File: src/rtl/acc_alu_pkg.sv
package acc_alu_pkg;

    typedef enum logic [3:0] {
        OP_ADD  = 4'd0,
        OP_ADDC = 4'd1,
        OP_SUBB = 4'd2,
        OP_INC  = 4'd3,
        OP_DEC  = 4'd4,
        OP_AND  = 4'd5,
        OP_OR   = 4'd6,
        OP_XOR  = 4'd7,
        OP_CLR  = 4'd8,
        OP_CPL  = 4'd9,
        OP_RL   = 4'd10,
        OP_RLC  = 4'd11,
        OP_RR   = 4'd12,
        OP_RRC  = 4'd13,
        OP_SWAP = 4'd14,
        OP_DA   = 4'd15
    } alu_op_e;

    typedef struct packed {
        logic cy;
        logic ac;
        logic ov;
    } alu_flags_t;

    // True for operations whose result comes from the adder and updates all flags
    function automatic logic op_sets_arith_flags(input alu_op_e op);
        return (op == OP_ADD) || (op == OP_ADDC) || (op == OP_SUBB);
    endfunction

    // True for operations that leave every flag at its incoming value
    function automatic logic op_keeps_flags(input alu_op_e op);
        return !op_sets_arith_flags(op) && (op != OP_RLC) &&
               (op != OP_RRC) && (op != OP_DA);
    endfunction

endpackage

File: src/rtl/acc_alu_arith.sv
module acc_alu_arith
    import acc_alu_pkg::*;
#(
    parameter int DATA_W = 8
) (
    input  logic [DATA_W-1:0] a_i,
    input  logic [DATA_W-1:0] b_i,
    input  logic              cy_i,
    input  alu_op_e           op_i,
    output logic [DATA_W-1:0] sum_o,
    output alu_flags_t        fl_o
);
    localparam int HALF = DATA_W / 2;
    localparam int MSB  = DATA_W - 1;

    logic              is_sub;
    logic              use_cy;
    logic              c0;
    logic [DATA_W-1:0] b_sel;
    logic [DATA_W-1:0] b_eff;
    logic [HALF:0]     low_sum;
    logic [DATA_W:0]   full_sum;

    always_comb begin
        is_sub = (op_i == OP_SUBB) || (op_i == OP_DEC);
        use_cy = (op_i == OP_ADDC) || (op_i == OP_SUBB);
        b_sel  = ((op_i == OP_INC) || (op_i == OP_DEC)) ? DATA_W'(1) : b_i;
        b_eff  = is_sub ? ~b_sel : b_sel;
        // subtract as A + ~B + 1 - borrow
        c0     = is_sub ? ~(use_cy & cy_i) : (use_cy & cy_i);

        low_sum  = {1'b0, a_i[HALF-1:0]} + {1'b0, b_eff[HALF-1:0]}
                 + {{HALF{1'b0}}, c0};
        full_sum = {1'b0, a_i} + {1'b0, b_eff} + {{DATA_W{1'b0}}, c0};

        sum_o    = full_sum[DATA_W-1:0];
        fl_o.cy  = is_sub ? ~full_sum[DATA_W] : full_sum[DATA_W];
        fl_o.ac  = is_sub ? ~low_sum[HALF] : low_sum[HALF];
        fl_o.ov  = (a_i[MSB] == b_eff[MSB]) && (full_sum[MSB] != a_i[MSB]);
    end

endmodule

File: src/rtl/acc_alu_bitops.sv
module acc_alu_bitops
    import acc_alu_pkg::*;
#(
    parameter int DATA_W = 8
) (
    input  logic [DATA_W-1:0] a_i,
    input  logic [DATA_W-1:0] b_i,
    input  logic              cy_i,
    input  alu_op_e           op_i,
    output logic [DATA_W-1:0] res_o,
    output logic              cy_o
);
    localparam int HALF = DATA_W / 2;
    localparam int MSB  = DATA_W - 1;

    logic [DATA_W-1:0] swapped;

    genvar g;
    generate
        for (g = 0; g < HALF; g++) begin : g_swap
            assign swapped[g]        = a_i[g + HALF];
            assign swapped[g + HALF] = a_i[g];
        end
    endgenerate

    always_comb begin
        res_o = a_i;
        cy_o  = cy_i;
        unique case (op_i)
            OP_AND:  res_o = a_i & b_i;
            OP_OR:   res_o = a_i | b_i;
            OP_XOR:  res_o = a_i ^ b_i;
            OP_CLR:  res_o = '0;
            OP_CPL:  res_o = ~a_i;
            OP_RL:   res_o = {a_i[MSB-1:0], a_i[MSB]};
            OP_RR:   res_o = {a_i[0], a_i[MSB:1]};
            OP_RLC: begin
                res_o = {a_i[MSB-1:0], cy_i};
                cy_o  = a_i[MSB];
            end
            OP_RRC: begin
                res_o = {cy_i, a_i[MSB:1]};
                cy_o  = a_i[0];
            end
            OP_SWAP: res_o = swapped;
            default: res_o = a_i;
        endcase
    end

endmodule

File: src/rtl/acc_alu_decadj.sv
module acc_alu_decadj #(
    parameter int DATA_W = 8
) (
    input  logic [DATA_W-1:0] a_i,
    input  logic              cy_i,
    input  logic              ac_i,
    output logic [DATA_W-1:0] res_o,
    output logic              cy_o
);
    localparam int          HALF     = DATA_W / 2;
    localparam logic [DATA_W:0] LOW_SIX  = (DATA_W + 1)'(6);
    localparam logic [DATA_W:0] HIGH_SIX = (DATA_W + 1)'(6) << HALF;
    localparam logic [HALF-1:0] NINE     = HALF'(9);

    logic            fix_low;
    logic            fix_high;
    logic [DATA_W:0] step1;
    logic [DATA_W:0] step2;

    always_comb begin
        fix_low  = ac_i || (a_i[HALF-1:0] > NINE);
        step1    = {1'b0, a_i} + (fix_low ? LOW_SIX : '0);
        fix_high = cy_i || step1[DATA_W] || (step1[DATA_W-1:HALF] > NINE);
        step2    = {1'b0, step1[DATA_W-1:0]} + (fix_high ? HIGH_SIX : '0);
        res_o    = step2[DATA_W-1:0];
        cy_o     = cy_i | step1[DATA_W] | step2[DATA_W];
    end

endmodule

File: src/rtl/acc_alu.sv
module acc_alu
    import acc_alu_pkg::*;
#(
    parameter int DATA_W = 8
) (
    input  logic [DATA_W-1:0] acc_i,
    input  logic [DATA_W-1:0] opnd_i,
    input  logic              cy_i,
    input  logic              ac_i,
    input  logic              ov_i,
    input  logic [3:0]        op_i,
    output logic [DATA_W-1:0] res_o,
    output logic              cy_o,
    output logic              ac_o,
    output logic              ov_o
);
    localparam int HALF = DATA_W / 2;
    localparam int MSB  = DATA_W - 1;

    alu_op_e           op;
    alu_flags_t        fl_in;
    alu_flags_t        fl_arith;
    alu_flags_t        fl_out;
    logic [DATA_W-1:0] sum;
    logic [DATA_W-1:0] bit_res;
    logic              bit_cy;
    logic [DATA_W-1:0] da_res;
    logic              da_cy;

    assign op    = alu_op_e'(op_i);
    assign fl_in = '{cy: cy_i, ac: ac_i, ov: ov_i};

    acc_alu_arith #(.DATA_W(DATA_W)) u_arith (
        .a_i   (acc_i),
        .b_i   (opnd_i),
        .cy_i  (cy_i),
        .op_i  (op),
        .sum_o (sum),
        .fl_o  (fl_arith)
    );

    acc_alu_bitops #(.DATA_W(DATA_W)) u_bitops (
        .a_i   (acc_i),
        .b_i   (opnd_i),
        .cy_i  (cy_i),
        .op_i  (op),
        .res_o (bit_res),
        .cy_o  (bit_cy)
    );

    acc_alu_decadj #(.DATA_W(DATA_W)) u_decadj (
        .a_i   (acc_i),
        .cy_i  (cy_i),
        .ac_i  (ac_i),
        .res_o (da_res),
        .cy_o  (da_cy)
    );

    always_comb begin
        fl_out = fl_in;
        if (op_sets_arith_flags(op)) begin
            res_o  = sum;
            fl_out = fl_arith;
        end else if ((op == OP_INC) || (op == OP_DEC)) begin
            res_o  = sum;
        end else if (op == OP_DA) begin
            res_o     = da_res;
            fl_out.cy = da_cy;
        end else begin
            res_o     = bit_res;
            fl_out.cy = bit_cy;
        end
        cy_o = fl_out.cy;
        ac_o = fl_out.ac;
        ov_o = fl_out.ov;
    end

    // Checks on the assembled outputs against the unit inputs
    always_comb begin
        if (op_keeps_flags(op))
            AST_FLAGS_HELD: assert ((cy_o == cy_i) && (ac_o == ac_i) && (ov_o == ov_i));
        if (op == OP_CLR)
            AST_CLEAR_ZERO: assert (res_o == '0);
        if (op == OP_CPL)
            AST_COMPLEMENT_ALL: assert ((res_o ^ acc_i) == '1);
        if (op == OP_SWAP)
            AST_SWAP_HALVES: assert ((res_o[HALF-1:0] == acc_i[MSB:HALF]) && (res_o[MSB:HALF] == acc_i[HALF-1:0]));
        if (op == OP_RLC)
            AST_RLC_RING: assert ((cy_o == acc_i[MSB]) && (res_o[0] == cy_i));
        if (op == OP_RRC)
            AST_RRC_RING: assert ((cy_o == acc_i[0]) && (res_o[MSB] == cy_i));
        if (op == OP_RL)
            AST_RL_RING: assert (res_o[0] == acc_i[MSB]);
        if ((op == OP_DA) && cy_i)
            AST_DA_CARRY_STICKY: assert (cy_o);
        if (op == OP_ADD)
            AST_ADD_SUM: assert ({cy_o, res_o} == ({1'b0, acc_i} + {1'b0, opnd_i}));
    end

endmodule

File: config.mk
export PLATFORM = sky130hd
export DESIGN_NAME = acc_alu
export DESIGN_NICKNAME = d
export VERILOG_FILES = /design/src/rtl/acc_alu_pkg.sv /design/src/rtl/acc_alu_arith.sv /design/src/rtl/acc_alu_bitops.sv /design/src/rtl/acc_alu_decadj.sv /design/src/rtl/acc_alu.sv
export SDC_FILE = /design/constraint.sdc
export NUM_CORES = 1
export LEC_CHECK = 0
export BUFFER_PORTS_ARGS = -buffer_cell sky130_fd_sc_hd__buf_2
export CORE_MARGIN = 1.5
export CORE_UTILIZATION = 50
export DETAILED_ROUTE_END_ITERATION = 16
export GPL_TIMING_DRIVEN = 0
export PLACE_DENSITY = 0.72
export SETUP_SLACK_MARGIN = 0.2
export SYNTH_ARGS = -nofsm -noshare
export SYNTH_HDL_FRONTEND = slang
export SYNTH_SLANG_ARGS = --single-unit
File: constraint.sdc
create_clock -name vclk -period 5.45
set_input_delay 0.2725 -clock vclk [all_inputs]
set_output_delay 0.2725 -clock vclk [all_outputs]
set_load 0.1 [all_outputs]
Word-level counts from Yosys, hierarchy flattened

Index checks and enable logic that the tools add are counted.

Register bits: 0
Bits of input ports: 23
Output and inout port bits: 11
Logic and storage cells: 62

Add/sub/neg operators: 6
$lt $le $gt $ge: 2
Eq/ne operators: 17
Mux-type cells: 16
Bitwise gates (word level): 11
Reductions and logical operators: 10

Operators with widths:

| operator                                                         | number |
|---|---|
| 8-bit one-hot mux with 10 select lines                           | 1 |
| 8-bit 2-to-1 mux                                                 | 5 |
| 4-bit == test (second input constant)                            | 8 |
| 8-bit by 9-bit adder with 9-bit output                           | 2 |
| 4-bit by 3-bit == test with 1-bit output (second input constant) | 4 |
| 8-bit inverter                                                   | 2 |
| 8-bit by 8-bit adder with 9-bit output                           | 1 |
| 9-bit by 1-bit adder with 9-bit output                           | 1 |
| 8-bit bitwise AND                                                | 1 |
| 4-bit by 2-bit == test with 1-bit output (second input constant) | 2 |
| 4-bit > comparator (second input constant)                       | 2 |
| 1-bit logical OR                                                 | 8 |
| 8-bit OR                                                         | 1 |
| 8-bit XOR                                                        | 1 |
| 7-bit 2-to-1 mux                                                 | 1 |
| 1-bit 2-to-1 mux                                                 | 6 |
| 4-bit by 4-bit adder with 5-bit output                           | 1 |
| 5-bit by 1-bit adder with 5-bit output                           | 1 |
| 4-bit by 1-bit == test with 1-bit output (second input constant) | 1 |
| 4-bit zero test                                                  | 1 |
| 3-bit 2-to-1 mux                                                 | 1 |
| 1-bit inverter                                                   | 3 |
| 2-bit 2-to-1 mux                                                 | 1 |
| 1-bit OR                                                         | 2 |
| other kinds (5)                                                  | 5 |

Logic depth before layout (Yosys ltp)

Gate-level depths: netlist of the first run.

Depth in word-level cells: 12
Depth in mapped cells: 17
Gate-level depth less buffers: 16

Modules after synthesis

From an unflattened synthesis of the first run, not the netlist that was laid out.

Cell total of the unflattened synthesis: 302
Area total of the unflattened synthesis: 2278.4 um^2

Modules (own cells, without submodules):

| module         | times used | cells each | area each (um^2) | seq. area each (um^2) |
|---|---|---|---|---|
| acc_alu_bitops | 1          | 147        | 1017.2           | 0.0 |
| acc_alu_arith  | 1          | 84         | 620.6            | 0.0 |
| acc_alu        | 1          | 38         | 371.6            | 0.0 |
| acc_alu_decadj | 1          | 33         | 269.0            | 0.0 |

Least setup slack after synthesis of the first run

No wires, ideal clock.

Path type: input to output
Start point: input op_i[2]
End point: output ov_o
Arrival time: 4.381 ns
Required time: 5.178 ns
Path slack: 0.797 ns
Stages on the path: 12
Buffers on the path: 3
Cells stage by stage: buf_2 > buf_4 > buf_4 > nor3_1 > a21oi_1 > o22a_1 > fa_1 > nor2b_1 > o2111ai_1 > a32oi_1 > xnor2_1 > o31ai_1

Word-level cells in the longest chain between the ends: 10
Elaborated cells on any way between the ends: 22
Those cells by class: 2 x add/sub; 6 x eq/ne; 4 x mux; 3 x bitwise; 7 x reduce/logical

Ends and longest elaborated chain:

| item                                                                                                        | line                                     | source |
|---|---|---|
| start, declared                                                                                             | acc_alu.sv:11                            | `input logic [3:0] op_i,` |
| 4-bit by 2-bit == test with 1-bit output / 4-bit by 3-bit == test with 1-bit output (equally long branches) | acc_alu_arith.sv:27, acc_alu_arith.sv:25 |  |
| 1-bit logical OR                                                                                            | acc_alu_arith.sv:27                      | `b_sel = ((op_i == OP_INC) \|\| (op_i == OP_DEC)) ? DATA_W'(1) : b_i;` |
| 8-bit 2-to-1 mux                                                                                            | acc_alu_arith.sv:27                      |  |
| 8-bit inverter                                                                                              | acc_alu_arith.sv:28                      | `b_eff = is_sub ? ~b_sel : b_sel;` |
| 8-bit 2-to-1 mux                                                                                            | acc_alu_arith.sv:28                      |  |
| 8-bit by 8-bit adder with 9-bit output                                                                      | acc_alu_arith.sv:34                      | `full_sum = {1'b0, a_i} + {1'b0, b_eff} + {{DATA_W{1'b0}}, c0};` |
| 9-bit by 1-bit adder with 9-bit output                                                                      | acc_alu_arith.sv:34                      |  |
| 1-bit != test                                                                                               | acc_alu_arith.sv:39                      | `fl_o.ov = (a_i[MSB] == b_eff[MSB]) && (full_sum[MSB] != a_i[MSB]);` |
| 1-bit logical AND                                                                                           | acc_alu_arith.sv:39                      |  |
| 2-bit 2-to-1 mux (*)                                                                                        | acc_alu.sv:61                            | `if (op_sets_arith_flags(op)) begin` |
| end, declared                                                                                               | acc_alu.sv:15                            | `output logic ov_o` |

Every way passes the cells marked *; elsewhere a longest branch is shown, timed or not.

Worst setup path after layout of the first run

Start point: input acc_i[3]
End point: output cy_o

Word-level cells in the longest chain between the ends: 12
Elaborated cells on any way between the ends: 18
Those cells by class: 4 x add/sub; 2 x order compare; 6 x mux; 3 x bitwise; 3 x reduce/logical

Ends and longest elaborated chain:

| item                                                          | line                 | source |
|---|---|---|
| start, declared                                               | acc_alu.sv:6         | `input logic [DATA_W-1:0] acc_i,` |
| 4-bit > comparator                                            | acc_alu_decadj.sv:21 | `fix_low = ac_i \|\| (a_i[HALF-1:0] > NINE);` |
| 1-bit logical OR                                              | acc_alu_decadj.sv:21 |  |
| 3-bit 2-to-1 mux                                              | acc_alu_decadj.sv:22 | `step1 = {1'b0, a_i} + (fix_low ? LOW_SIX : '0);` |
| 8-bit by 9-bit adder with 9-bit output                        | acc_alu_decadj.sv:22 |  |
| 4-bit > comparator / 1-bit logical OR (equally long branches) | acc_alu_decadj.sv:23 | `fix_high = cy_i \|\| step1[DATA_W] \|\| (step1[DATA_W-1:HALF] > NINE);` |
| 1-bit logical OR                                              | acc_alu_decadj.sv:23 |  |
| 7-bit 2-to-1 mux                                              | acc_alu_decadj.sv:24 | `step2 = {1'b0, step1[DATA_W-1:0]} + (fix_high ? HIGH_SIX : '0);` |
| 8-bit by 9-bit adder with 9-bit output                        | acc_alu_decadj.sv:24 |  |
| 1-bit OR                                                      | acc_alu_decadj.sv:26 | `cy_o = cy_i \| step1[DATA_W] \| step2[DATA_W];` |
| 1-bit 2-to-1 mux                                              | acc_alu.sv:66        | `end else if (op == OP_DA) begin` |
| 1-bit 2-to-1 mux                                              | acc_alu.sv:64        | `end else if ((op == OP_INC) \|\| (op == OP_DEC)) begin` |
| 1-bit 2-to-1 mux (*)                                          | acc_alu.sv:61        |  |
| end, declared                                                 | acc_alu.sv:13        | `output logic cy_o,` |

Marks and branches as above.

==> impl_metrics.xml, run 1 <==
<?xml version="1.0" encoding="UTF-8"?>
<metrics>
  <group name="finish">
    <metric name="area_growth_syn_to_layout" unit="%">11.4</metric>
    <metric name="layout.sequential_cells" unit="">0</metric>
    <metric name="final.clkbuf_count" unit="">0</metric>
    <metric name="num-nets-final" unit="">363</metric>
    <metric name="number_of_inserted_diodes" unit="">0</metric>
    <metric name="final-seq-area" unit="sq um">0</metric>
    <metric name="post_route_cells_drive_above_1_share" unit="">0.195</metric>
    <metric name="num-fill-cells" unit="">395</metric>
  </group>
  <group name="routing">
    <metric name="route.vias.total" unit="">2250</metric>
    <metric name="detail_route.wl_per_cell" unit="um">18.1</metric>
    <metric name="drt-total-wl" unit="um">6440</metric>
    <metric name="drt-vias-per-instance" unit="">6.34</metric>
    <metric name="first_pass_iters" unit="">7</metric>
    <metric name="remaining_drc_errors" unit="">0</metric>
    <metric name="drt_iter0_markers" unit="">362</metric>
    <metric name="drtAntennaViolNets" unit="">0</metric>
  </group>
  <group name="power">
    <metric name="pwr_density_cell" unit="nW/um^2">147</metric>
    <metric name="p_leak" unit="uW">0.00102</metric>
    <metric name="peakVddDrop" unit="uV">75.8</metric>
  </group>
  <group name="worst_setup_path">
    <metric name="worstPathBufferInverterCount" unit="">4</metric>
    <metric name="timing.critical_path.slowest_cell_delay" unit="ps">430</metric>
    <metric name="crit_path_cell_trace" unit="">buf_2, buf_2, o21ai_0, nand2b_1, ha_1, inv_1, fa_1, nand3b_4, nor3_1, a31oi_1, a221o_1, ha_1, a21oi_1, o32a_1, nor3_2, o41ai_2, a2bb2oi_2, buf_2</metric>
    <metric name="sort_of_element_at_the_start_of_the_critical_path" unit="">primary input</metric>
    <metric name="worstPathArrival" unit="ps">3900</metric>
    <metric name="worst-path-max-fanout" unit="">7</metric>
    <metric name="criticalPathCategory" unit="">primary input to output port</metric>
    <metric name="worst_ep_required_time" unit="ps">5180</metric>
    <metric name="crit_path_top_delay_cell" unit="">sky130_fd_sc_hd__buf_2</metric>
    <metric name="timing.critical_path.mode_cell" unit="">sky130_fd_sc_hd__buf_2</metric>
    <metric name="endpoint_kind" unit="">output port</metric>
    <metric name="path_delay_family" unit="">compound AO/OA/AOI/OAI gates</metric>
  </group>
  <group name="synth">
    <metric name="postSynthNetCount" unit="">328</metric>
    <metric name="yosys.cell_types.count" unit="">60</metric>
    <metric name="yosys_warnings" unit="">0</metric>
    <metric name="synth.avg_cell_area" unit="sq um">7.21</metric>
    <metric name="synth_area_leader_cell" unit="">sky130_fd_sc_hd__ha_1</metric>
    <metric name="syn_area" unit="sq um">1980</metric>
    <metric name="synth_top_area_frac" unit="">0.171</metric>
    <metric name="post-synth-top-count-cell" unit="">sky130_fd_sc_hd__nand2_1</metric>
    <metric name="synth.cells.most_frequent" unit="">sky130_fd_sc_hd__nand2_1, sky130_fd_sc_hd__ha_1, sky130_fd_sc_hd__inv_1</metric>
    <metric name="synth_cells" unit="">274</metric>
    <metric name="synth_sequential_area_ratio" unit="">0</metric>
    <metric name="synth_top_cells_by_area" unit="">sky130_fd_sc_hd__ha_1, sky130_fd_sc_hd__nand2_1, sky130_fd_sc_hd__mux2i_1</metric>
  </group>
  <group name="grt">
    <metric name="grt_first_pass_wirelength" unit="um">10500</metric>
    <metric name="grt_pass1_vias" unit="">2048</metric>
    <metric name="overall_global_routing_usage" unit="">0.309</metric>
    <metric name="global_route.overflow_total" unit="">0</metric>
    <metric name="grt_max_degree" unit="">11</metric>
    <metric name="grt_antenna_before_repair" unit="">0</metric>
  </group>
  <group name="placed_design">
    <metric name="place.port_buffers" unit="">33</metric>
    <metric name="preCtsSetupSlack" unit="ps">1350</metric>
    <metric name="dp_hpwl" unit="um">4920</metric>
    <metric name="globalplace.congestion" unit="">0.977</metric>
  </group>
  <group name="worst_hold_path">
    <metric name="classification_of_the_worst_slack_hold_path" unit="">primary input to output port</metric>
    <metric name="worstHoldEndpoint" unit="">ov_o</metric>
    <metric name="min_path_cells" unit="">4</metric>
    <metric name="hold_path_startpoint" unit="">ov_i</metric>
  </group>
  <group name="sta">
    <metric name="finalSetupTns" unit="ps">0</metric>
    <metric name="timing.slew.headroom" unit="">0.601</metric>
    <metric name="worst_slew_pin_slew" unit="ps">599</metric>
    <metric name="setup_violations" unit="">0</metric>
    <metric name="report.final.slew_viol_count" unit="">0</metric>
    <metric name="layout_worst_path_cycle_share" unit="">0.766</metric>
    <metric name="timing.final.crit_period" unit="ps">4170</metric>
    <metric name="finalHoldViolations" unit="">0</metric>
    <metric name="final_worst_path_setup_slack" unit="ps">1280</metric>
    <metric name="grt_setup_unrepaired" unit="">no</metric>
    <metric name="fmaxAchievable" unit="MHz">240</metric>
  </group>
  <group name="job">
    <metric name="drv.max_cap_violation_count" unit="">0</metric>
  </group>
  <group name="die">
    <metric name="num_io_pins" unit="">34</metric>
    <metric name="fp.dieW" unit="um">65.9</metric>
    <metric name="fp.dieH" unit="um">65.9</metric>
    <metric name="die_area" unit="sq um">4340</metric>
    <metric name="floorplan.initialDensity" unit="">0.532</metric>
    <metric name="cell_rows" unit="">22</metric>
    <metric name="core_area" unit="sq um">3720</metric>
  </group>
  <group name="cts">
    <metric name="holdBufCountCts" unit="">0</metric>
    <metric name="gates_resized_cts_repair" unit="">0</metric>
    <metric name="cts_setup_buffers" unit="">0</metric>
  </group>
  <group name="status">
    <metric name="status" unit="">complete, no violations</metric>
  </group>
</metrics>
## routing by layer
| layer | vias up | track usage | wire [um] |
|---|---|---|---|
| li1 | 1075 | - | - |
| met1 | 1029 | 0.432 | 2790 |
| met2 | 138 | 0.535 | 2930 |
| met3 | 8 | 0.0324 | 686 |
| met4 | 0 | 0.0130 | 40 |
| met5 | - | 0 | 0 |
## cell usage in the layout, fill, tap and decap left out, types with 2 or more instances in the layout
cell type	synthesis	final
sky130_fd_sc_hd__o21ai_1	6	6
sky130_fd_sc_hd__o21a_1	3	3
sky130_fd_sc_hd__nor2b_1	9	9
sky130_fd_sc_hd__a211o_1	2	2
sky130_fd_sc_hd__buf_2	7	40
sky130_fd_sc_hd__a221o_1	3	3
sky130_fd_sc_hd__nand3b_1	2	2
sky130_fd_sc_hd__a21oi_1	15	15
sky130_fd_sc_hd__xnor2_1	10	10
sky130_fd_sc_hd__o2111ai_1	2	2
sky130_fd_sc_hd__a32oi_1	4	4
sky130_fd_sc_hd__inv_1	20	20
sky130_fd_sc_hd__o21ai_0	14	14
sky130_fd_sc_hd__a22oi_1	2	2
sky130_fd_sc_hd__ha_1	27	27
sky130_fd_sc_hd__o31ai_1	5	5
sky130_fd_sc_hd__fa_1	4	4
sky130_fd_sc_hd__clkbuf_1	3	3
sky130_fd_sc_hd__o22a_1	8	8
sky130_fd_sc_hd__a31oi_1	3	3
sky130_fd_sc_hd__buf_4	5	5
sky130_fd_sc_hd__a21o_1	4	4
sky130_fd_sc_hd__mux2i_1	9	9
sky130_fd_sc_hd__nand2b_1	6	6
sky130_fd_sc_hd__nor3_1	8	8
sky130_fd_sc_hd__inv_2	5	5
sky130_fd_sc_hd__nand3_1	2	2
sky130_fd_sc_hd__o22ai_1	9	9
sky130_fd_sc_hd__xor2_1	4	4
sky130_fd_sc_hd__nor2_1	16	16
sky130_fd_sc_hd__nand2_1	28	28
## how the worst max path moves through the flow
stage / startpoint / end / cells after the start
floorplan: op_i[2] / ov_o / 12
global placement: acc_i[3] / cy_o / 18
detailed placement: acc_i[3] / cy_o / 18
CTS: acc_i[3] / cy_o / 18
global route: acc_i[3] / cy_o / 18
finish: acc_i[3] / cy_o / 18
## kinds of logic (layout without fill, tap and decap cells)
logic type	after synthesis	after routing	synth area share
XOR/XNOR	14	14	0.0620
adder cells (fa/ha/maj)	31	31	0.211
AND/OR/NAND/NOR	80	80	0.217
multiplexers	11	11	0.0627
AO/OA/AOI/OAI	96	96	0.346
buffers and inverters	42	75	0.101
## report_power, final
group          leakage, uW  internal, uW  switching (uW)
clock network            0             0               0
registers                0             0               0
logic              0.00102          97.6             227
total              0.00102          97.6             227
## worst min-delay path, cell delays in order
cell and delay, ps:
sky130_fd_sc_hd__buf_2 100, sky130_fd_sc_hd__nand2_1 40, sky130_fd_sc_hd__o31ai_1 60, sky130_fd_sc_hd__buf_2 280
## area by class of cell
class,count,area [sq um],share of cell area
Multi-Input combinational cell,232,1780,0.807
Inverter,26,111,0.0506
Timing Repair Buffer,33,165,0.0750
Buffer,16,87.6,0.0398
Tap cell,48,60.1,0.0273
## metrics by stage
step | utilization | cells | hold slack [ps] | power (uW) | cell area, sq um
floorplan | - | 274 | 999 | 249 | 1980
global placement | 0.593 | 355 | 1020 | 315 | 2200
detailed placement | 0.593 | 355 | 1020 | 319 | 2200
CTS | 0.593 | 355 | 1020 | 320 | 2200
global route | 0.593 | 355 | 1080 | 347 | 2200
finish | 0.593 | 355 | 1030 | 324 | 2200
(Power assumes the default switching activity.)
==> inputs of run 2 (changes only) <==
clock period = 4.28 ns   (was 5.45 ns; I/O delays follow)
==> impl_metrics.xml, run 2 (synthesis gave the netlist of run 1 again) <==
<?xml version="1.0" encoding="UTF-8"?>
<metrics>
  <group name="finish">
    <metric name="area_growth_syn_to_layout" unit="%">12.5</metric>
    <metric name="layout.cells.most_common" unit="">sky130_fd_sc_hd__buf_2</metric>
    <metric name="post_route_cells_drive_above_1_share" unit="">0.202</metric>
    <metric name="final-seq-area" unit="sq um">0</metric>
    <metric name="num-nets-final" unit="">363</metric>
    <metric name="layout.sequential_cells" unit="">0</metric>
    <metric name="number_of_inserted_diodes" unit="">0</metric>
    <metric name="final.clkbuf_count" unit="">0</metric>
    <metric name="number_of_standard_cells_in_the_final_layout_excluding_fillers" unit="">355</metric>
    <metric name="layout_common_cells" unit="">sky130_fd_sc_hd__buf_2, sky130_fd_sc_hd__nand2_1, sky130_fd_sc_hd__ha_1, sky130_fd_sc_hd__inv_1, sky130_fd_sc_hd__nor2_1</metric>
  </group>
  <group name="worst_setup_path">
    <metric name="crit_path_top_delay_cell" unit="">sky130_fd_sc_hd__fa_1</metric>
    <metric name="worst_ep_required_time" unit="ps">4070</metric>
    <metric name="worstPathArrival" unit="ps">3630</metric>
    <metric name="timing.critical_path.slowest_cell_delay" unit="ps">420</metric>
    <metric name="endpoint_kind" unit="">output port</metric>
    <metric name="crit_path_cell_trace" unit="">buf_2, clkbuf_4, o21ai_0, nand2b_1, ha_1, inv_1, fa_1, nand3b_4, nor3_4, a221o_1, ha_1, inv_1, fa_1, xor2_1, xnor2_1, a211oi_2, o211ai_1, buf_4</metric>
    <metric name="sort_of_element_at_the_start_of_the_critical_path" unit="">primary input</metric>
    <metric name="worst-path-max-fanout" unit="">7</metric>
    <metric name="criticalPathCategory" unit="">primary input to output port</metric>
  </group>
  <group name="job">
    <metric name="drv.max_cap_violation_count" unit="">0</metric>
  </group>
  <group name="sta">
    <metric name="worst_slew_pin_slew" unit="ps">547</metric>
    <metric name="minimum_hold_slack" unit="ps">915</metric>
    <metric name="fmaxAchievable" unit="MHz">260</metric>
    <metric name="setup_violations" unit="">0</metric>
    <metric name="timing.final.crit_period" unit="ps">3850</metric>
    <metric name="finalSetupTns" unit="ps">0</metric>
    <metric name="finalHoldViolations" unit="">0</metric>
    <metric name="layout_worst_path_cycle_share" unit="">0.899</metric>
    <metric name="grt_setup_unrepaired" unit="">no</metric>
    <metric name="report.final.slew_viol_count" unit="">0</metric>
    <metric name="timing.slew.headroom" unit="">0.635</metric>
  </group>
  <group name="placed_design">
    <metric name="globalplace.congestion" unit="">0.960</metric>
    <metric name="place.port_buffers" unit="">33</metric>
    <metric name="place_inst" unit="">355</metric>
    <metric name="dp_hpwl" unit="um">4860</metric>
  </group>
  <group name="cts">
    <metric name="holdBufCountCts" unit="">0</metric>
    <metric name="cts_setup_buffers" unit="">0</metric>
    <metric name="gates_resized_cts_repair" unit="">0</metric>
  </group>
  <group name="grt">
    <metric name="grt_first_pass_wirelength" unit="um">10300</metric>
    <metric name="grt_antenna_before_repair" unit="">0</metric>
    <metric name="grt_pass1_vias" unit="">2069</metric>
    <metric name="global_route.overflow_total" unit="">0</metric>
    <metric name="overall_global_routing_usage" unit="">0.301</metric>
    <metric name="grt_max_degree" unit="">11</metric>
  </group>
  <group name="power">
    <metric name="pwr_density_cell" unit="nW/um^2">188</metric>
    <metric name="peakVddDrop" unit="uV">92.4</metric>
    <metric name="p_leak" unit="uW">0.00103</metric>
  </group>
  <group name="worst_hold_path">
    <metric name="classification_of_the_worst_slack_hold_path" unit="">primary input to output port</metric>
    <metric name="worstHoldEndpoint" unit="">ov_o</metric>
    <metric name="min_path_cells" unit="">4</metric>
    <metric name="hold_path_startpoint" unit="">ov_i</metric>
  </group>
  <group name="die">
    <metric name="floorplan.initialDensity" unit="">0.532</metric>
    <metric name="fp.dieW" unit="um">65.9</metric>
    <metric name="core_area" unit="sq um">3720</metric>
    <metric name="num_io_pins" unit="">34</metric>
    <metric name="die_area" unit="sq um">4340</metric>
    <metric name="cell_rows" unit="">22</metric>
    <metric name="fp.dieH" unit="um">65.9</metric>
  </group>
  <group name="routing">
    <metric name="drt_iter0_markers" unit="">243</metric>
    <metric name="first_pass_iters" unit="">5</metric>
    <metric name="remaining_drc_errors" unit="">0</metric>
    <metric name="drt-vias-per-instance" unit="">6.25</metric>
    <metric name="route.vias.total" unit="">2220</metric>
    <metric name="detail_route.wl_per_cell" unit="um">17.8</metric>
    <metric name="drtAntennaViolNets" unit="">0</metric>
    <metric name="drt-total-wl" unit="um">6310</metric>
  </group>
  <group name="status">
    <metric name="status" unit="">complete, no violations</metric>
  </group>
</metrics>
## run 2: where the power goes
part / total [uW] / internal [uW] / leakage, uW / switching, uW
Combinational: 418 / 129 / 0.00103 / 289
Clock: 0 / 0 / 0 / 0
Sequential: 0 / 0 / 0 / 0
## run 2: worst max-delay path by stage
stage / start / to
CTS: acc_i[3] / cy_o
finish: acc_i[3] / res_o[7]
detailed placement: acc_i[3] / cy_o
global placement: acc_i[3] / cy_o
floorplan: op_i[2] / res_o[4]
global route: acc_i[3] / res_o[7]
## run 2: cell type report
type | count | area (sq um)
Multi-Input combinational cell | 232 | 1790
Fill cell | 379 | 1490
Timing Repair Buffer | 33 | 173
Inverter | 26 | 111
Buffer | 16 | 90.1
Tap cell | 48 | 60.1
## run 2: per-stage QoR
stage	area, sq um	utilization	power [uW]	setup slack, ps
floorplan	1990	-	320	240
global placement	2210	0.596	405	340
detailed placement	2210	0.596	408	273
CTS	2210	0.596	409	276
global route	2220	0.598	447	201
finish	2220	0.598	418	434
## run 2: critical path, delay by kind of cell
| kind | cells | cell delay, ps |
|---|---|---|
| xor+xnor | 2 | 300 |
| compound gates | 4 | 670 |
| buf+inv | 5 | 710 |
| simple gates | 3 | 540 |
| fa+ha+maj | 4 | 1170 |
## run 2: routing by layer
layer	vias up	share of wire	GRT usage	wire length [um]
met4	0	0.011	0.0703	71
li1	1070	-	-	-
met3	10	0.098	0.0290	619
met1	1012	0.44	0.420	2780
met5	-	0	0	0
met2	128	0.45	0.497	2830
==> inputs of run 3 (changes only) <==
ABC_AREA = 1   (was default)
CELL_PAD_IN_SITES_DETAIL_PLACEMENT = 0   (was default)
CELL_PAD_IN_SITES_GLOBAL_PLACEMENT = 1   (was default)
CORE_UTILIZATION = 40   (was 50)
GPL_TIMING_DRIVEN = 1   (was 0)
PLACE_DENSITY = 0.86   (was 0.72)
==> impl_metrics.xml, run 3 <==
<?xml version="1.0" encoding="UTF-8"?>
<metrics>
  <group name="synth">
    <metric name="synth_sequential_area_ratio" unit="">0</metric>
    <metric name="syn_area" unit="sq um">1810</metric>
    <metric name="post-synth-top-count-cell" unit="">sky130_fd_sc_hd__nand2_1</metric>
    <metric name="synth.avg_cell_area" unit="sq um">5.45</metric>
    <metric name="synth_area_leader_cell" unit="">sky130_fd_sc_hd__nand2_1</metric>
    <metric name="synth_top_area_frac" unit="">0.224</metric>
    <metric name="yosys_warnings" unit="">0</metric>
    <metric name="synth.cells.most_frequent" unit="">sky130_fd_sc_hd__nand2_1, sky130_fd_sc_hd__inv_1, sky130_fd_sc_hd__nor2_1</metric>
    <metric name="synth_top_cells_by_area" unit="">sky130_fd_sc_hd__nand2_1, sky130_fd_sc_hd__ha_1, sky130_fd_sc_hd__inv_1</metric>
    <metric name="postSynthNetCount" unit="">386</metric>
    <metric name="yosys.cell_types.count" unit="">28</metric>
    <metric name="synth_cells" unit="">332</metric>
  </group>
  <group name="sta">
    <metric name="layout_worst_path_cycle_share" unit="">0.862</metric>
    <metric name="setup_violations" unit="">0</metric>
    <metric name="fmaxAchievable" unit="MHz">271</metric>
    <metric name="finalSetupTns" unit="ps">0</metric>
    <metric name="grt_setup_unrepaired" unit="">no</metric>
    <metric name="report.final.slew_viol_count" unit="">0</metric>
    <metric name="timing.slew.headroom" unit="">0.667</metric>
    <metric name="finalHoldViolations" unit="">0</metric>
    <metric name="minimum_hold_slack" unit="ps">898</metric>
    <metric name="worst_slew_pin_slew" unit="ps">494</metric>
    <metric name="timing.final.crit_period" unit="ps">3690</metric>
  </group>
  <group name="worst_setup_path">
    <metric name="crit_path_top_delay_cell" unit="">sky130_fd_sc_hd__fa_1</metric>
    <metric name="timing.critical_path.mode_cell" unit="">sky130_fd_sc_hd__inv_1</metric>
    <metric name="criticalPathCategory" unit="">primary input to output port</metric>
    <metric name="worst-path-max-fanout" unit="">7</metric>
    <metric name="timing.critical_path.slowest_cell_delay" unit="ps">410</metric>
    <metric name="endpoint_kind" unit="">output port</metric>
    <metric name="worstPathArrival" unit="ps">3480</metric>
    <metric name="worst_ep_required_time" unit="ps">4070</metric>
    <metric name="crit_path_cell_trace" unit="">buf_2, inv_1, a21oi_1, nor2_1, inv_1, ha_1, inv_1, fa_1, inv_1, nand3_1, xor2_1, inv_1, o21ai_0, nand2_1, ha_1, inv_1, fa_1, nand2_1, nand2_1, inv_1, nand2_1, nand2_1, clkbuf_4</metric>
    <metric name="sort_of_element_at_the_start_of_the_critical_path" unit="">primary input</metric>
  </group>
  <group name="placed_design">
    <metric name="dp_hpwl" unit="um">4670</metric>
    <metric name="place.port_buffers" unit="">34</metric>
    <metric name="detailed_place.area" unit="sq um">2050</metric>
    <metric name="place_inst" unit="">418</metric>
    <metric name="globalplace.congestion" unit="">0.890</metric>
  </group>
  <group name="routing">
    <metric name="route.vias.total" unit="">2139</metric>
    <metric name="first_pass_iters" unit="">4</metric>
    <metric name="drt-vias-per-instance" unit="">5.12</metric>
    <metric name="drt-total-wl" unit="um">5750</metric>
    <metric name="drtAntennaViolNets" unit="">0</metric>
    <metric name="detail_route.wl_per_cell" unit="um">13.7</metric>
    <metric name="drt_iter0_markers" unit="">92</metric>
    <metric name="remaining_drc_errors" unit="">0</metric>
  </group>
  <group name="finish">
    <metric name="number_of_standard_cells_in_the_final_layout_excluding_fillers" unit="">418</metric>
    <metric name="final.clkbuf_count" unit="">0</metric>
    <metric name="number_of_inserted_diodes" unit="">0</metric>
    <metric name="post_route_design_area" unit="sq um">2050</metric>
    <metric name="layout.cells.most_common" unit="">sky130_fd_sc_hd__nand2_1</metric>
    <metric name="final-seq-area" unit="sq um">0</metric>
    <metric name="layout.sequential_cells" unit="">0</metric>
    <metric name="layout_common_cells" unit="">sky130_fd_sc_hd__nand2_1, sky130_fd_sc_hd__inv_1, sky130_fd_sc_hd__buf_2, sky130_fd_sc_hd__nor2_1</metric>
    <metric name="area_growth_syn_to_layout" unit="%">13.3</metric>
    <metric name="finish.utilization" unit="">0.471</metric>
    <metric name="num-nets-final" unit="">422</metric>
    <metric name="post_route_cells_drive_above_1_share" unit="">0.142</metric>
  </group>
  <group name="grt">
    <metric name="grt_pass1_vias" unit="">1996</metric>
    <metric name="grt_first_pass_wirelength" unit="um">9570</metric>
    <metric name="grt_antenna_before_repair" unit="">0</metric>
    <metric name="grt_max_degree" unit="">12</metric>
    <metric name="global_route.overflow_total" unit="">0</metric>
    <metric name="overall_global_routing_usage" unit="">0.237</metric>
  </group>
  <group name="worst_hold_path">
    <metric name="min_path_cells" unit="">4</metric>
    <metric name="hold_path_startpoint" unit="">ov_i</metric>
    <metric name="worstHoldEndpoint" unit="">ov_o</metric>
    <metric name="classification_of_the_worst_slack_hold_path" unit="">primary input to output port</metric>
  </group>
  <group name="die">
    <metric name="die_area" unit="sq um">4940</metric>
    <metric name="fp.dieW" unit="um">70.3</metric>
    <metric name="num_io_pins" unit="">34</metric>
    <metric name="core_area" unit="sq um">4350</metric>
    <metric name="cell_rows" unit="">24</metric>
    <metric name="fp.dieH" unit="um">70.3</metric>
    <metric name="floorplan.initialDensity" unit="">0.416</metric>
  </group>
  <group name="power">
    <metric name="p_leak" unit="uW">0.00121</metric>
    <metric name="peakVddDrop" unit="uV">149</metric>
    <metric name="pwr_density_cell" unit="nW/um^2">195</metric>
  </group>
  <group name="cts">
    <metric name="cts_setup_buffers" unit="">0</metric>
    <metric name="gates_resized_cts_repair" unit="">0</metric>
    <metric name="holdBufCountCts" unit="">0</metric>
  </group>
  <group name="status">
    <metric name="status" unit="">complete, no violations</metric>
  </group>
  <group name="job">
    <metric name="drv.max_cap_violation_count" unit="">0</metric>
  </group>
</metrics>
run 3: changes by cell type after synthesis, sizes merged, moves of 9 or more:
cell   before  now
nand2      28  110
inv        25   57
nand3       2   27
nor2       17   34
buf        13    2
mux2i       9    0
nor2b       9    0
nor3       10    1
run 3: through the flow:
step	setup slack [ps]	power (uW)
2_1_floorplan	594	311
3_3_place_gp	667	395
3_5_place_dp	527	396
4_1_cts	506	398
5_1_grt	286	439
6_report	591	400
run 3: cell families after synthesis:
group,after synthesis,synth area share
and+or+nand+nor,179,0.420
buffers and inverters,59,0.128
AOI/OAI and AO/OA,48,0.148
adders and majority gates,31,0.231
xor gates and xnor gates,15,0.0726
run 3: how the worst max path moves through the flow:
| stage | start | slack (ps) | cells past startpoint | endpoint |
|---|---|---|---|---|
| global route | acc_i[3] | 290 | 23 | res_o[6] |
| finish | acc_i[3] | 590 | 23 | res_o[6] |
| CTS | acc_i[3] | 510 | 23 | res_o[6] |
| global placement | acc_i[1] | 670 | 23 | res_o[6] |
| detailed placement | acc_i[3] | 530 | 23 | res_o[6] |
| floorplan | op_i[1] | 590 | 13 | ac_o |
run 3: layout make-up:
| cell class | count | area, sq um |
|---|---|---|
| fillers | 494 | 2300 |
| well taps | 52 | 65.1 |
| repair buffers | 36 | 188 |
| inverters | 57 | 219 |
| multi-input cells | 273 | 1580 |
run 3: worst max-delay path, delay by kind of cell:
| kind | cells | cell delay, ps |
|---|---|---|
| AO/OA/AOI/OAI | 2 | 310 |
| XOR/XNOR | 1 | 140 |
| adder cells (fa/ha/maj) | 4 | 1190 |
| buffers and inverters | 9 | 1080 |
| AND/OR/NAND/NOR | 7 | 540 |
run 3: layer usage:
layer | up-vias | global-route usage | share of wire
met5 | - | 0 | 0
met4 | 0 | 0.0449 | 0.016
met3 | 8 | 0.00144 | 0.060
li1 | 1125 | - | -
met1 | 936 | 0.341 | 0.46
met2 | 70 | 0.399 | 0.46
run 3: report_power, final:
group	total, uW	internal [uW]	switching (uW)	leakage (uW)
Sequential	0	0	0	0
Clock	0	0	0	0
Combinational	400	104	296	0.00121
Total	400	104	296	0.00121
